`src/rtl/modem_status_pkg.sv`:
```
// Package: shared types for the modem status indicator port.
// Assumes: nothing beyond IEEE 1800-2017.
package modem_status_pkg;

    // Selected behaviour of the reception indicator pin
    typedef enum logic [1:0] {
        RXS_IDLE   = 2'd0,
        RXS_BLINK  = 2'd1,
        RXS_LOW    = 2'd2,
        RXS_HIGH   = 2'd3
    } rx_show_e;

endpackage

```
`src/rtl/msp_blink_gen.sv`:
```
// Module: msp_blink_gen
// Produces a 50% duty square wave whose half period is HALF_CYCLES clocks.
// Assumes: run is a level; when run is low the phase is parked low and the
// counter is cleared, so every new run starts with a full low half period.
module msp_blink_gen #(
    parameter int HALF_CYCLES = 2_500_000
) (
    input  logic clk,
    input  logic rst_n,
    input  logic run,
    output logic phase
);
    localparam int CW = (HALF_CYCLES > 1) ? $clog2(HALF_CYCLES) : 1;
    localparam logic [CW-1:0] LAST = CW'(HALF_CYCLES - 1);

    logic [CW-1:0] cnt_q;
    logic          phase_q;

    // Count clocks of the current half period and flip phase at its end
    always_ff @(posedge clk) begin
        if (!rst_n || !run) begin
            cnt_q   <= '0;
            phase_q <= 1'b0;
        end else if (cnt_q == LAST) begin
            cnt_q   <= '0;
            phase_q <= ~phase_q;
        end else begin
            cnt_q   <= cnt_q + 1'b1;
        end
    end

    assign phase = phase_q;

    AST_BLINK_CNT_RANGE: assert property (@(posedge clk) disable iff (!rst_n)
        cnt_q <= LAST);
    AST_BLINK_HOLD: assert property (@(posedge clk) disable iff (!rst_n)
        run && (cnt_q != LAST) |=> $stable(phase_q));
    AST_BLINK_PARK: assert property (@(posedge clk) disable iff (!rst_n)
        !run |=> !phase_q);

endmodule

```
`src/rtl/msp_rx_encoder.sv`:
```
// Module: msp_rx_encoder
// Folds the three reception flags onto one pin: blink, steady low, steady high.
// Assumes: priority cfg_wait > sync_timeout > sync_search; blink phase is
// supplied by msp_blink_gen and is low on the first clock of a new wait.
module msp_rx_encoder
    import modem_status_pkg::*;
(
    input  logic clk,
    input  logic rst_n,
    input  logic cfg_wait,
    input  logic sync_timeout,
    input  logic sync_search,
    input  logic blink_phase,
    output logic rx_ind
);
    rx_show_e show;
    logic     rx_q;

    // Pick the displayed behaviour by flag priority
    always_comb begin
        if (cfg_wait)          show = RXS_BLINK;
        else if (sync_timeout) show = RXS_LOW;
        else if (sync_search)  show = RXS_HIGH;
        else                   show = RXS_IDLE;
    end

    // Register the pin level for the selected behaviour
    always_ff @(posedge clk) begin
        if (!rst_n) begin
            rx_q <= 1'b1;
        end else begin
            unique case (show)
                RXS_BLINK: rx_q <= blink_phase;
                RXS_LOW:   rx_q <= 1'b0;
                RXS_HIGH:  rx_q <= 1'b1;
                default:   rx_q <= 1'b1;
            endcase
        end
    end

    assign rx_ind = rx_q;

    AST_RX_TIMEOUT_LOW: assert property (@(posedge clk) disable iff (!rst_n)
        sync_timeout && !cfg_wait |=> !rx_ind);
    AST_RX_SEARCH_HIGH: assert property (@(posedge clk) disable iff (!rst_n)
        !cfg_wait && !sync_timeout |=> rx_ind);

endmodule

```
`src/rtl/msp_tx_keyer.sv`:
```
// Module: msp_tx_keyer
// Drives the active-low line driver enable and the shared data/pre-slot pin.
// Assumes: bit_end is a one-clock strobe at the close of each bit period;
// the enable is held after tx_active falls until such a strobe arrives.
module msp_tx_keyer (
    input  logic clk,
    input  logic rst_n,
    input  logic tx_active,
    input  logic bit_end,
    input  logic tx_bit,
    input  logic slot_mode,
    input  logic pre_slot,
    output logic tx_en_n,
    output logic data_slot
);
    logic en_q;
    logic ds_q;
    logic ds_next;

    // Keep the driver enabled while active and through the final bit period
    always_ff @(posedge clk) begin
        if (!rst_n) en_q <= 1'b0;
        else        en_q <= tx_active | (en_q & ~bit_end);
    end

    // Choose what the shared pin shows
    always_comb begin
        if (slot_mode)      ds_next = ~pre_slot;
        else if (tx_active) ds_next = tx_bit;
        else                ds_next = 1'b1;
    end

    // Register the shared pin
    always_ff @(posedge clk) begin
        if (!rst_n) ds_q <= 1'b1;
        else        ds_q <= ds_next;
    end

    assign tx_en_n   = ~en_q;
    assign data_slot = ds_q;

    AST_TX_ON: assert property (@(posedge clk) disable iff (!rst_n)
        tx_active |=> !tx_en_n);
    AST_TX_HOLD: assert property (@(posedge clk) disable iff (!rst_n)
        !tx_en_n && !tx_active && !bit_end |=> !tx_en_n);
    AST_TX_RELEASE: assert property (@(posedge clk) disable iff (!rst_n)
        !tx_active && bit_end |=> tx_en_n);
    AST_SLOT_STROBE: assert property (@(posedge clk) disable iff (!rst_n)
        slot_mode && pre_slot |=> !data_slot);

endmodule

```
`src/rtl/modem_status_port.sv`:
```
// Module: modem_status_port (top)
// Registers the modem controller's state flags onto four host-facing pins.
// Assumes: all inputs are synchronous to clk; HALF_CYCLES clocks make half
// of the blink period (2.5M at 50 MHz gives 10 Hz).
module modem_status_port #(
    parameter int HALF_CYCLES = 2_500_000
) (
    input  logic clk,
    input  logic rst_n,
    input  logic cfg_wait,
    input  logic sync_search,
    input  logic sync_timeout,
    input  logic crc_ok,
    input  logic slot_pause,
    input  logic tx_active,
    input  logic bit_end,
    input  logic tx_bit,
    input  logic slot_mode,
    input  logic pre_slot,
    output logic rx_ind,
    output logic crc_ind,
    output logic data_slot,
    output logic tx_en_n
);
    logic blink_phase;
    logic crc_q;

    msp_blink_gen #(.HALF_CYCLES(HALF_CYCLES)) u_blink (
        .clk   (clk),
        .rst_n (rst_n),
        .run   (cfg_wait),
        .phase (blink_phase)
    );

    msp_rx_encoder u_rx (
        .clk          (clk),
        .rst_n        (rst_n),
        .cfg_wait     (cfg_wait),
        .sync_timeout (sync_timeout),
        .sync_search  (sync_search),
        .blink_phase  (blink_phase),
        .rx_ind       (rx_ind)
    );

    msp_tx_keyer u_tx (
        .clk       (clk),
        .rst_n     (rst_n),
        .tx_active (tx_active),
        .bit_end   (bit_end),
        .tx_bit    (tx_bit),
        .slot_mode (slot_mode),
        .pre_slot  (pre_slot),
        .tx_en_n   (tx_en_n),
        .data_slot (data_slot)
    );

    // Show a good frame check only inside the slot pause
    always_ff @(posedge clk) begin
        if (!rst_n) crc_q <= 1'b0;
        else        crc_q <= slot_pause & crc_ok;
    end

    assign crc_ind = crc_q;

    AST_CRC_OUTSIDE_PAUSE: assert property (@(posedge clk) disable iff (!rst_n)
        !slot_pause |=> !crc_ind);
    AST_CRC_BAD_FRAME: assert property (@(posedge clk) disable iff (!rst_n)
        !crc_ok |=> !crc_ind);

endmodule

```
`config.mk`:
```
export PLATFORM = sky130hd
export DESIGN_NAME = modem_status_port
export DESIGN_NICKNAME = d
export VERILOG_FILES = /design/src/rtl/modem_status_pkg.sv /design/src/rtl/msp_blink_gen.sv /design/src/rtl/msp_rx_encoder.sv /design/src/rtl/msp_tx_keyer.sv /design/src/rtl/modem_status_port.sv
export SDC_FILE = /design/constraint.sdc
export NUM_CORES = 1
export LEC_CHECK = 0
export BUFFER_PORTS_ARGS = -buffer_cell sky130_fd_sc_hd__clkbuf_2
export CAP_MARGIN = 25
export CORE_ASPECT_RATIO = 1.25
export CORE_MARGIN = 2
export CORE_UTILIZATION = 40
export CTS_CLUSTER_SIZE = 16
export DETAILED_ROUTE_END_ITERATION = 8
export GPL_ROUTABILITY_DRIVEN = 0
export PLACE_DENSITY = 0.71
export SYNTH_ARGS = -nofsm -noshare
export SYNTH_HDL_FRONTEND = slang
export SYNTH_SLANG_ARGS = --single-unit
```
`constraint.sdc`:
```
create_clock -name clk -period 2.8 [get_ports clk]
set_input_delay 0.28 -clock clk [delete_from_list [all_inputs] [get_ports clk]]
set_output_delay 0.28 -clock clk [all_outputs]
set_load 0.1 [all_outputs]
```
==> impl_metrics.yaml, run 1 <==
status:
  status: "finished clean"
timing:
  final-hold-violation-count: 0
  setup_tns_ns: 0
  final-setup-viol-count: 0
  worst_pin_slew_ns: 0.540
  hold-worst-slack_ns: 0.152
  rsz0062_at_grt: "false"
  fmax_ghz: 0.522
  skew_ns: 0.00568
  post-route-period-util: 0.684
  period_minus_slack_ns: 1.92
  slew_viol_final: 0
  slew_headroom: 0.642
setup_path:
  crit_path_max_fanout: 17
  r2r-start: "u_blink.cnt_q[0]"
  cpLargestDelayFamily: "simple AND/OR/NAND/NOR gates"
  crit_start: "u_blink.cnt_q[0]"
  path_class: "flop to flop"
  max_stage_delay_ns: 0.43
  cp.arrival_ns: 2.13
  required_ns: 3.02
  cp-start-kind: "flop"
  cpMaxStageDelayCell: "or3_4"
  path_cells: "ha_1 > nand4_4 > or3_4 > o21ai_4 > nor2_1"
  end_kind: "flop"
  cp_num_buf_inv: 0
finish:
  drive_gt1_frac: 0.146
  final_cell_mix: "dfxtp_1 (27), nor2_1 (25), xnor2_1 (14), clkbuf_2 (14), nand2_1 (11)"
  fin_nets: 172
  final_common_cell: "dfxtp_1"
  synthToLayoutAreaGrowth_pct: 10.2
  num-fill-cells: 282
  n_antenna_cell: 0
yosys:
  synth_ff_type: "dfxtp_1"
  synth-edff-count: 0
  synth_top_area_frac: 0.425
  ys_ff_latch: 27
  yosys_warnings: 0
  synth_top_cell_by_area: "dfxtp_1"
  postSynthAreaPerCell_um2: 8.95
  synthArstFlopShare: 0
  syn_area_um2: 1270
  yosysUniqueCellTypes: 32
  synth.area.top_cells: "dfxtp_1 (43%), xnor2_1 (9.6%), nor2_1 (7.4%)"
  synth_fp_nets: 155
  netlist_instances: 142
  ys_seq_area_frac: 0.425
place:
  port_buffers: 14
  dpl.hpwl_um: 1750
cts:
  cts_buffers: 3
  clk_pin_slew_ns: 0.14
  htree_levels: 1
  clk_latency_ns: 0.33
  root_buffer: "clkbuf_4"
  cts_resized: 0
  cts_num_sinks: 27
  cts_buffer_depth: 2
  cts_hold_buf: 0
  cts_tree: "built"
  post-cts-setup-buffers: 0
power:
  peakVddDrop_mv: 0.312
  pwr_density_cell_nw_per_um2: 435
  power.leakage_nw: 0.486
global_routing:
  globalRouteOverflowTotal: 0
  grt_pass1_wl_um: 3950
  grt_pass1_vias: 983
  grt.total_usage: 0.147
  grt_max_degree: 18
  antenna_found_initial: 0
floorplanning:
  dieArea_um2: 3650
  initial_core_util: 0.428
  die_w_um: 54.4
  io_pins: 16
  rows: 22
  core_um2: 2970
  die_h_um: 67.0
detailed_routing:
  first_iter_violations: 30
  viasPerCell: 5.35
  via_count: 1038
  drc_errors: 0
  final_antenna_net_count: 0
  drtPass1Iterations: 4
  wire_per_inst_um: 12.1
  totalWireLength_um: 2340
flow_run:
  drv_cap: 0
worst_hold_path:
  min_path_type: "input port to flop"
  hp-start: "rst_n"
through the flow:
stage	instances	util	setup slack, ns	cell area [um2]	power [mW]
CTS	194	0.471	0.873	1400	0.615
global route	194	0.471	0.736	1400	0.635
floorplan	142	-	1.09	1270	0.436
detailed placement	190	0.463	0.889	1380	0.449
finish	194	0.471	0.883	1400	0.610
global placement	190	0.463	0.934	1380	0.448
sequential cells by signal (all words and copies together) (netlist names):
name            flops
crc_ind             1
u_tx.en_q           1
u_blink.cnt_q      22
u_tx.data_slot      1
u_blink.phase       1
u_rx.rx_ind         1
Yosys cell counts (2+ instances only):
cell type   n
nor3b_1     2
nor4_1      7
nand4_4     2
a21oi_1     3
nand4_1     5
dfxtp_1    27
o21ai_0     3
nor3_1      4
nand3_1     8
xnor2_1    14
nand2_1    11
and4_1      2
nor2_1     25
and3_1      2
mux2i_1     4
inv_1       7
logic make-up after synthesis:
group / count (synthesis) / share of synthesized area
compound gates: 10 / 0.0541
mux: 4 / 0.0315
fa+ha+maj: 1 / 0.00984
simple gates: 76 / 0.346
flops: 27 / 0.425
buf+inv: 9 / 0.0295
xor+xnor: 15 / 0.103
worst paths after layout:
| path | to | slack, ns | depth (start not counted) |
|---|---|---|---|
| setup / recovery | u_blink.cnt_q[5] | 0.88 | 5 |
| hold / removal | u_rx.rx_ind | 0.15 | 2 |
| setup reg to reg | u_blink.cnt_q[5] | 0.88 | 5 |
| hold reg to reg | u_blink.phase | 0.48 | 2 |
routing by layer:
metal	vias to the layer above	GRT usage	routed length, um
li1	528	-	-
met1	480	0.164	1020
met2	25	0.253	1160
met3	5	0.0224	108
met4	0	0.0844	50
met5	-	0	0
power breakdown:
part	leakage, nW	switching [mW]	internal [mW]
combinational	0.252	0.0371	0.0120
sequential	0.219	0.00238	0.389
clock	0.0150	0.113	0.0559
total	0.486	0.153	0.457
worst reg2reg max path, delay by kind of cell (launching register included):
family	cells	cell delay, ns
fa+ha+maj	1	0.27
flops	1	0.42
simple gates	3	0.73
compound gates	1	0.39
area by class of cell:
class | count | area, um2 | area share
clock buffers | 4 | 26.3 | 0.0188
inverters | 7 | 26.3 | 0.0188
multi-input cells | 106 | 693 | 0.495
flip-flops and latches | 27 | 541 | 0.386
well taps | 36 | 45.0 | 0.0321
repair buffers | 14 | 70.1 | 0.0500
(Power assumes the default switching activity.)
==> inputs of run 2 (changes only) <==
- clock period: 2.8 -> 1.85 ns (I/O delays scaled with it)
==> impl_metrics.yaml, run 2 (same netlist as run 1, synthesis figures left out) <==
detailed_routing:
  drc_errors: 0
  drtPass1Iterations: 4
  viasPerCell: 5.33
  final_antenna_net_count: 0
  totalWireLength_um: 2300
  first_iter_violations: 19
  via_count: 1055
  wire_per_inst_um: 11.6
setup_path:
  path_cells: "ha_1 > nand4_4 > or3_4 > or4_1 > o21ai_1"
  path_class: "flop to flop"
  cpMaxStageDelayCell: "or3_4"
  required_ns: 2.12
  cp_num_buf_inv: 0
  max_stage_delay_ns: 0.41
  end_kind: "flop"
  crit_path_max_fanout: 4
  cp.arrival_ns: 2.01
  cpLargestDelayFamily: "simple AND/OR/NAND/NOR gates"
  cp-start-kind: "flop"
global_routing:
  grt_pass1_wl_um: 4060
  grt_pass1_vias: 1014
  globalRouteOverflowTotal: 0
  antenna_found_initial: 0
  grt.total_usage: 0.151
  grt_max_degree: 18
power:
  p_comb_frac: 0.089
  clockPowerShare: 0.272
  p_seq_frac: 0.639
  power.leakage_nw: 0.511
  pwr_density_cell_nw_per_um2: 641
  p_int_uw: 697
  peakVddDrop_mv: 0.305
  p_sw_frac: 0.247
  switching_power_uw: 229
timing:
  final-hold-violation-count: 0
  slew_headroom: 0.641
  skew_ns: 0.00567
  setup_slack_ns: 0.114
  worst_pin_slew_ns: 0.540
  fmax_ghz: 0.576
  period_minus_slack_ns: 1.74
  rsz0062_at_grt: "false"
  setup_tns_ns: 0
  final-setup-viol-count: 0
  post-route-period-util: 0.938
  slew_viol_final: 0
floorplanning:
  core_um2: 2970
  dieArea_um2: 3650
  initial_core_util: 0.428
  die_w_um: 54.4
  die_h_um: 67.0
  io_pins: 16
  rows: 22
finish:
  synthToLayoutAreaGrowth_pct: 13.6
  n_antenna_cell: 0
  largest_reg_flops: 22
  drive_gt1_frac: 0.167
  fin_nets: 176
  final_common_cell: "dfxtp_1"
  final_cell_mix: "dfxtp_1 (27), nor2_1 (25), xnor2_1 (14), clkbuf_2 (14), nand2_1 (11)"
  largest-register: "u_blink.cnt_q"
place:
  dpl.hpwl_um: 1800
  pre_cts_slack_ns: 0.140
  port_buffers: 14
cts:
  root_buffer: "clkbuf_4"
  cts_resized: 0
  htree_levels: 1
  clk_pin_slew_ns: 0.14
  clk_latency_ns: 0.32
  cts_hold_buf: 0
  cts_buffers: 3
  cts_buffer_depth: 2
  cts_tree: "built"
  post-cts-setup-buffers: 0
  cts_num_sinks: 27
worst_hold_path:
  min_path_type: "input port to flop"
status:
  status: "finished clean"
flow_run:
  drv_cap: 0
==> run 2: worst reg2reg max path, stage by stage, from the launching register on <==
cell	delay (ns)
dfxtp_1	0.40
ha_1	0.27
nand4_4	0.13
or3_4	0.41
or4_1	0.40
o21ai_1	0.08
==> run 2: final timing paths <==
check              startpoint        endpoint  slack, ns  cells past startpoint
max reg2reg  u_blink.cnt_q[1]   u_blink.phase       0.11                      5
min                     rst_n  u_tx.data_slot       0.06                      2
max          u_blink.cnt_q[1]   u_blink.phase       0.11                      5
min reg2reg     u_blink.phase   u_blink.phase       0.48                      2
==> run 2: per-stage QoR <==
stage                     cells  hold slack, ns   util  total power [mW]  cell area (um2)
after global routing        198          0.0572  0.486             0.964             1440
after detailed placement    194           0.406  0.477             0.688             1420
after floorplan             142           0.247      -             0.660             1270
after global placement      194           0.396  0.477             0.685             1420
after CTS                   198          0.0598  0.486             0.939             1440
final                       198          0.0611  0.486             0.925             1440
==> run 2: power groups by stage <==
stage	Sequential [mW]	Combinational (mW)	Clock [mW]
6_report	0.591	0.0827	0.251
5_1_grt	0.593	0.0893	0.282
4_1_cts	0.592	0.0836	0.264
3_5_place_dp	0.604	0.0834	0
3_3_place_gp	0.604	0.0812	0
2_1_floorplan	0.631	0.0295	0
==> run 2: per-layer routing <==
layer / vias up / global-route usage / wire length [um]
met5: - / 0 / 0
met4: 0 / 0.0781 / 52
met3: 7 / 0.0291 / 93
met2: 22 / 0.271 / 1150
met1: 490 / 0.158 / 997
li1: 536 / - / -
==> run 2: cell type report <==
| class | instances | area, um2 |
|---|---|---|
| fillers | 300 | 1530 |
| multi-input cells | 106 | 693 |
| flip-flops and latches | 27 | 541 |
| repair buffers | 18 | 113 |
| well taps | 36 | 45.0 |
| clock buffers | 4 | 26.3 |
| inverters | 7 | 26.3 |
==> inputs of run 3 (changes only) <==
- CORE_UTILIZATION: 40 -> 30
- PLACE_DENSITY: 0.71 -> 0.59
- SLEW_MARGIN: not set -> 10
==> impl_metrics.yaml, run 3 (same netlist as run 1, synthesis figures left out) <==
floorplanning:
  die_h_um: 76.8
  dieArea_um2: 4780
  io_pins: 16
  initial_core_util: 0.313
  rows: 26
  core_um2: 4070
  die_w_um: 62.2
power:
  pwr_density_cell_nw_per_um2: 677
  power.leakage_nw: 0.526
  peakVddDrop_mv: 0.428
global_routing:
  grt_max_degree: 16
  grt.total_usage: 0.106
  grt_pass1_vias: 896
  grt_pass1_wl_um: 4180
  antenna_found_initial: 0
  globalRouteOverflowTotal: 0
finish:
  drive_gt1_frac: 0.183
  largest-register: "u_blink.cnt_q"
  final_cell_mix: "dfxtp_1 (27), nor2_1 (25), xnor2_1 (14), clkbuf_2 (14), nand2_1 (11)"
  largest_reg_flops: 22
  fin_nets: 178
  final_common_cell: "dfxtp_1"
  n_antenna_cell: 0
  num-fill-cells: 428
  synthToLayoutAreaGrowth_pct: 17.3
detailed_routing:
  drc_errors: 0
  via_count: 1039
  drtPass1Iterations: 4
  first_iter_violations: 21
  wire_per_inst_um: 11.0
  viasPerCell: 4.72
  final_antenna_net_count: 0
  totalWireLength_um: 2420
cts:
  clk_latency_ns: 0.27
  clk_pin_slew_ns: 0.09
  cts_tree: "built"
  htree_levels: 1
  cts_hold_buf: 0
  cts_num_sinks: 27
  post-cts-setup-buffers: 0
  cts_buffer_depth: 2
  cts_buffers: 3
  cts_resized: 0
  root_buffer: "clkbuf_8"
setup_path:
  end_kind: "flop"
  r2r_end: "u_blink.phase"
  path_class: "flop to flop"
  required_ns: 2.06
  max_stage_delay_ns: 0.41
  r2r.worst_path.cells: 5
  cp.arrival_ns: 1.89
  cpMaxStageDelayCell: "or3_4"
  cpLargestDelayFamily: "simple AND/OR/NAND/NOR gates"
  crit_path_max_fanout: 3
  r2r_slack_ns: 0.17
  path_cells: "ha_1 > nand4_4 > or3_4 > or4_1 > o21ai_1"
  cp_num_buf_inv: 0
  cp-start-kind: "flop"
  r2r-start: "u_blink.cnt_q[0]"
timing:
  final-hold-violation-count: 0
  slew_viol_final: 0
  period_minus_slack_ns: 1.68
  setup_tns_ns: 0
  rsz0062_at_grt: "false"
  setup_slack_ns: 0.168
  final-setup-viol-count: 0
  worst_pin_slew_ns: 0.547
  skew_ns: 0.00343
  slew_headroom: 0.637
  fmax_ghz: 0.595
  post-route-period-util: 0.909
place:
  dpl.hpwl_um: 1820
  port_buffers: 14
  pre_cts_slack_ns: 0.191
worst_hold_path:
  hp-start: "rst_n"
  min_path_type: "input port to flop"
  hold_path_depth: 2
  hold_end: "u_rx.rx_ind"
flow_run:
  drv_cap: 0
status:
  status: "finished clean"
run 3: layer usage:
layer / global-route usage / share of wire / vias up
li1: - / - / 539
met1: 0.130 / 0.47 / 477
met2: 0.183 / 0.48 / 20
met3: 0.0323 / 0.040 / 3
met4: 0.0267 / 0.0074 / 0
met5: 0 / 0 / -
run 3: layout make-up:
cell class,instances,area (um2),area share
Inverter,7,26.3,0.0176
Sequential cell,27,541,0.362
Clock inverter,1,5.00,0.00336
Multi-Input combinational cell,106,693,0.465
Clock buffer,3,41.3,0.0277
Timing Repair Buffer,20,115,0.0772
Tap cell,56,70.1,0.0470
run 3: worst max-delay path by stage:
stage	slack, ns	endpoint	start	cells past startpoint
after floorplan	0.14	u_blink.cnt_q[15]	u_blink.cnt_q[0]	6
after global placement	0.20	u_blink.phase	u_blink.cnt_q[0]	5
after detailed placement	0.19	u_blink.phase	u_blink.cnt_q[1]	5
after CTS	0.17	u_blink.phase	u_blink.cnt_q[0]	5
after global routing	0.08	u_blink.cnt_q[21]	u_blink.cnt_q[2]	4
final	0.17	u_blink.phase	u_blink.cnt_q[0]	5
run 3: metrics by stage:
stage	hold WS (ns)	utilization	cell area (um2)	std cells	power (mW)
global placement	0.406	0.355	1450	216	0.686
detailed placement	0.410	0.355	1450	216	0.686
finish	0.121	0.367	1490	220	1.01
CTS	0.116	0.367	1490	220	1.03
global route	0.130	0.367	1490	220	1.05
floorplan	0.247	-	1270	142	0.660
run 3: worst register-to-register path: cells and delay by family (launching register included):
family          cells  cell delay (ns)
fa+ha+maj           1             0.25
compound gates      1             0.08
simple gates        3             0.95
flops               1             0.34
run 3: power by group:
group	internal (mW)	switching, mW	leakage, nW
sequential	0.588	0.00234	0.219
combinational	0.0232	0.0591	0.282
clock	0.151	0.186	0.0255
